===== config.mk =====
export PLATFORM = sky130hd
export DESIGN_NAME = cap_seal_prio
export DESIGN_NICKNAME = d
export VERILOG_FILES = /design/src/rtl/cap_seal_pkg.sv /design/src/rtl/cap_seal_prio.sv
export SDC_FILE = /design/constraint.sdc
export NUM_CORES = 1
export LEC_CHECK = 0
export BUFFER_PORTS_ARGS = -buffer_cell sky130_fd_sc_hd__buf_2
export CORE_AREA = 2 2 39 41
export DETAILED_ROUTE_END_ITERATION = 10
export DIE_AREA = 0 0 41 43
export PLACE_DENSITY = 0.35
export REMOVE_ABC_BUFFERS = 1
export SLEW_MARGIN = 20
export SYNTH_ARGS = -nofsm -noshare
export SYNTH_HDL_FRONTEND = slang
export SYNTH_SLANG_ARGS = --single-unit

===== constraint.sdc =====
create_clock -name vclk -period 0.8
set_input_delay 0 -clock vclk [all_inputs]
set_output_delay 0 -clock vclk [all_outputs]
set_load 0.02 [all_outputs]

===== src/rtl/cap_seal_pkg.sv =====
package cap_seal_pkg;

  typedef enum logic [2:0] {
    CAUSE_NONE   = 3'd0,
    CAUSE_ACCESS = 3'd1,
    CAUSE_TAG    = 3'd2,
    CAUSE_SEAL   = 3'd3,
    CAUSE_TYPE   = 3'd4,
    CAUSE_PERM   = 3'd5,
    CAUSE_LENGTH = 3'd6
  } cause_e;

  typedef enum logic [1:0] {
    BLAME_DST = 2'd0,
    BLAME_SRC = 2'd1,
    BLAME_TYP = 2'd2
  } blame_e;

endpackage


===== src/rtl/cap_seal_prio.sv =====
// Fixed-priority fault chain; the first failing condition sets cause and blame.
module cap_seal_prio
  import cap_seal_pkg::*;
(
  input  logic   op_unseal,
  input  logic   dst_ok,
  input  logic   src_ok,
  input  logic   typ_ok,
  input  logic   src_tag,
  input  logic   typ_tag,
  input  logic   src_sealed,
  input  logic   typ_sealed,
  input  logic   typ_perm_seal,
  input  logic   off_ge_len,
  input  logic   cursor_over_max,
  input  logic   cursor_ne_otype,
  output logic   fault,
  output cause_e cause,
  output blame_e blame
);
  always_comb begin
    fault = 1'b1;
    cause = CAUSE_NONE;
    blame = BLAME_TYP;
    if (!dst_ok) begin
      cause = CAUSE_ACCESS; blame = BLAME_DST;
    end else if (!src_ok) begin
      cause = CAUSE_ACCESS; blame = BLAME_SRC;
    end else if (!typ_ok) begin
      cause = CAUSE_ACCESS; blame = BLAME_TYP;
    end else if (!src_tag) begin
      cause = CAUSE_TAG; blame = BLAME_SRC;
    end else if (!typ_tag) begin
      cause = CAUSE_TAG; blame = BLAME_TYP;
    end else if (src_sealed == op_unseal ? 1'b0 : 1'b1) begin
      // seal needs an unsealed source, unseal needs a sealed one
      cause = CAUSE_SEAL; blame = BLAME_SRC;
    end else if (typ_sealed) begin
      cause = CAUSE_SEAL; blame = BLAME_TYP;
    end else if (op_unseal && cursor_ne_otype) begin
      cause = CAUSE_TYPE; blame = BLAME_TYP;
    end else if (!typ_perm_seal) begin
      cause = CAUSE_PERM; blame = BLAME_TYP;
    end else if (off_ge_len) begin
      cause = CAUSE_LENGTH; blame = BLAME_TYP;
    end else if (!op_unseal && cursor_over_max) begin
      cause = CAUSE_LENGTH; blame = BLAME_TYP;
    end else begin
      fault = 1'b0;
    end
  end
endmodule


Word-level counts from Yosys, hierarchy flattened:

Cells that the tools add are included.

* equality and inequality tests: 1
* muxes and demuxes: 28
* reduce and logical (&&, ||, !) cells: 3

Operators by type and width (count)
* $mux W3: 11
* $mux W2: 6
* $mux W1: 11
* $logic_and A1 B1 Y1: 2
* $eq A1 B1 Y1: 1
* $logic_not A1 Y1: 1

* bits in registers: 0

Longest topological paths before layout:

* word-level depth: 13
* depth in mapped cells: 3
* mapped depth without buffers: 3

Worst setup path before layout:

Ideal clock, no wire load.

* kind: in2out
* from: input op_unseal
* to: output cause[2]
* arrival: 0.918 ns
* data required time: 0.800 ns
* path slack: -0.118 ns
* path buffers: 0
* stages on the path: 3
* cell sequence: xor2_1 -> nor3_2 -> nor3b_1

* longest elaborated chain between the ends: 13
* elaborated cells between the ends (all ways): 15
* those cells by class: 1 x eq/ne; 11 x mux; 3 x reduce/logical

RTL lines
* start, declared: RTL line cap_seal_prio.sv:5 `input logic op_unseal,`
* $logic_not A1 Y1: RTL line cap_seal_prio.sv:46 `end else if (!op_unseal && cursor_over_max) begin`
* $logic_and A1 B1 Y1: RTL line cap_seal_prio.sv:46
* $mux W3: RTL line cap_seal_prio.sv:46
* $mux W3: RTL line cap_seal_prio.sv:44 `end else if (off_ge_len) begin`
* $mux W3: RTL line cap_seal_prio.sv:42 `end else if (!typ_perm_seal) begin`
* $mux W3: RTL line cap_seal_prio.sv:40 `end else if (op_unseal && cursor_ne_otype) begin`
* $mux W3: RTL line cap_seal_prio.sv:38 `end else if (typ_sealed) begin`
* $mux W3 *: RTL line cap_seal_prio.sv:35 `end else if (src_sealed == op_unseal ? 1'b0 : 1'b1) begin`
* $mux W3 *: RTL line cap_seal_prio.sv:33 `end else if (!typ_tag) begin`
* $mux W3 *: RTL line cap_seal_prio.sv:31 `end else if (!src_tag) begin`
* $mux W3 *: RTL line cap_seal_prio.sv:29 `end else if (!typ_ok) begin`
* $mux W3 *: RTL line cap_seal_prio.sv:27 `end else if (!src_ok) begin`
* $mux W3 *: RTL line cap_seal_prio.sv:25 `if (!dst_ok) begin`
* end, declared: RTL line cap_seal_prio.sv:18 `output cause_e cause,`

Every way passes the cells marked *; elsewhere a longest branch is shown, timed or not.

Worst setup path after layout:

* from: input op_unseal
* to: output fault

* longest elaborated chain between the ends: 13
* elaborated cells between the ends (all ways): 15
* those cells by class: 1 x eq/ne; 11 x mux; 3 x reduce/logical

RTL lines
* $logic_not A1 Y1: RTL line cap_seal_prio.sv:46
* $logic_and A1 B1 Y1: RTL line cap_seal_prio.sv:46
* $mux W1: RTL line cap_seal_prio.sv:46
* $mux W1: RTL line cap_seal_prio.sv:44
* $mux W1: RTL line cap_seal_prio.sv:42
* $mux W1: RTL line cap_seal_prio.sv:40
* $mux W1: RTL line cap_seal_prio.sv:38
* $mux W1 *: RTL line cap_seal_prio.sv:35
* $mux W1 *: RTL line cap_seal_prio.sv:33
* $mux W1 *: RTL line cap_seal_prio.sv:31
* $mux W1 *: RTL line cap_seal_prio.sv:29
* $mux W1 *: RTL line cap_seal_prio.sv:27
* $mux W1 *: RTL line cap_seal_prio.sv:25
* end, declared: RTL line cap_seal_prio.sv:17 `output logic fault,`

Marked as above.

==> out/qor.yml <==
status:
  status: "finished with violations"
  failed_checks: "setup timing"
floorplan:
  core-area_mm2: 0.00138
  rows: 14
  die_width_um: 41
  die_height_um: 43
  die_area_mm2: 0.00176
  io_pins: 18
  start_util: 0.108
layout:
  ff_latch_area_um2: 0
  design_area_um2: 330
  areaGrowthSynthToFinish_pct: 120
  diodes: 0
  finalNonFillerCells: 61
  nFlopsAndLatches: 0
  fin_nets: 59
  drive_gt1_frac: 0.578
  nClkBuffers: 0
grt:
  grt_pass1_vias: 249
  grt_max_degree: 6
  grt.total_usage: 0.0730
  grt_pass1_wl_um: 966
  antenna_found_initial: 0
  grt_overflow_total: 0
pwr:
  intPower_mw: 0.0778
  netSwitchingFraction: 0.496
  total_leakage_power_nw: 0.163
  pwr-share-seq: 0
  ir_drop_v: 0.000131
  pwr_density_cell_mw_per_mm2: 468
  power_frac_comb: 1.000
  clkPwrFrac: 0
  p_switching_mw: 0.0767
synthesis:
  yosys.area.top_type: "nor3b_1"
  ys_seq_area_frac: 0
  synth.most_common_cell: "nand2_1"
  synthDominantCellAreaShare: 0.150
  yosysWarnings: 0
  yosys-top-cells-area: "nor3b_1, nand2_1, nand3b_1, a31oi_1, mux2_2"
  syn_inst: 23
  synth_cell_type_count: 15
  syn_area_um2: 150
  synthTopCellsByCount: "nand2_1, nor3b_1, a31oi_1, inv_1, nand3b_1"
  syn_area_per_cell_um2: 6.53
critical_path:
  crit_arrival_ns: 0.85
  end_kind: "output port"
  worstPathMaxFanout: 3
  critPathLaunchType: "primary input"
  worst-setup-path-type: "primary input to output port"
  critPathRequiredTime_ns: 0.80
worst_hold_path:
  hp-start: "src_ok"
  holdPathStages: 3
  whs_endpoint: "blame[0]"
  hold_class: "primary input to output port"
placed_design:
  placed_area_um2: 283
  place_inst: 60
  hpwl_um: 471
  place_congestion: 0.622
  port_buffers: 18
  pre_cts_slack_ns: -0.155
sta:
  fmax_mhz: 1170
  setup_viol: 3
  max-slew-margin-rel: 0.818
  slew_violations: 0
  finalCritPeriodShare: 1.07
  fin_hold_ws_ns: 0.342
  timing_hold_violations_final: 0
  fin_crit_ns: 0.852
  worst_slew_pin_slew_ns: 0.268
  rsz0062_at_grt: "true"
  final.setup.worst_slack_ns: -0.0524
detailed_routing:
  routed-via-count: 255
  ant_nets: 0
  wl_per_cell_um: 10.5
  detail_route.first_pass.iterations: 2
  drt_iter0_drc: 4
  drc: 0
  wirelength_um: 641
  vias_per_cell: 4.18
job:
  maxCapViolCount: 0
cts:
  cts_hold_buf: 0
final cells by class:
class / count / area, µm²
fill: 158 / 1050
multi-input combinational: 21 / 159
timing repair buffer: 22 / 144
tap: 16 / 20.0
inverter: 2 / 7.51
cells by family after synthesis:
family / count (synthesis) / share of synthesized area
multiplexers: 1 / 0.0750
AO/OA/AOI/OAI: 7 / 0.342
buffers and inverters: 2 / 0.0500
XOR/XNOR: 1 / 0.0583
AND/OR/NAND/NOR: 12 / 0.475
how the worst max path moves through the flow:
stage / startpoint / endpoint / slack [ns] / cells after the start
floorplan: op_unseal / cause[2] / -0.12 / 3
global route: op_unseal / cause[2] / -0.09 / 5
CTS: op_unseal / fault / -0.05 / 5
global placement: op_unseal / fault / -0.19 / 5
detailed placement: op_unseal / fault / -0.16 / 5
finish: op_unseal / fault / -0.05 / 5
stage by stage:
stage          power [mW]  utilization  setup TNS (ns)
5_1_grt             0.169        0.239          -0.350
6_report            0.154        0.239          -0.104
3_5_place_dp        0.132        0.204          -0.451
4_1_cts             0.149        0.235         -0.0815
2_1_floorplan      0.0586            -          -0.118
3_3_place_gp        0.134        0.204          -0.584
power groups by stage:
stage / clock (mW) / combinational, mW / sequential [mW]
6_report: 0 / 0.154 / 0
2_1_floorplan: 0 / 0.0586 / 0
3_3_place_gp: 0 / 0.134 / 0
4_1_cts: 0 / 0.149 / 0
3_5_place_dp: 0 / 0.132 / 0
5_1_grt: 0 / 0.169 / 0
layout by cell type (no fill, tap or decap):
cell type  instances
nand3_1            1
nor2_1             1
xor2_2             1
inv_1              2
nand3b_1           2
o211ai_1           1
buf_6              1
o21bai_1           1
o21ai_0            1
a31oi_1            2
buf_2             13
buf_8              1
o311ai_1           1
a41o_1             1
buf_4              7
mux2_4             1
nor3b_1            2
nor3_2             1
nor3b_2            1
nand2_1            4
critical path: stages:
cell and delay [ns]:
buf_8 0.10, mux2_4 0.29, nor3b_2 0.20, nand3b_1 0.11
buf_6 0.14
per-layer routing:
| metal | GRT usage | part of all wire | vias to the layer above |
|---|---|---|---|
| met5 | 0 | 0 | - |
| met4 | 0 | 0 | 0 |
| met3 | 0.0157 | 0.11 | 0 |
| met2 | 0.122 | 0.47 | 14 |
| met1 | 0.0984 | 0.42 | 109 |
| li1 | - | - | 132 |
what timing repair did:
action,CTS,global route
pin swaps,3,0
cloned,0,0
setup buffers,1,0
endpoints found under the setup margin,5,6
gates resized for setup,9,3
Note: power is estimated with default switching activity, not from simulation.
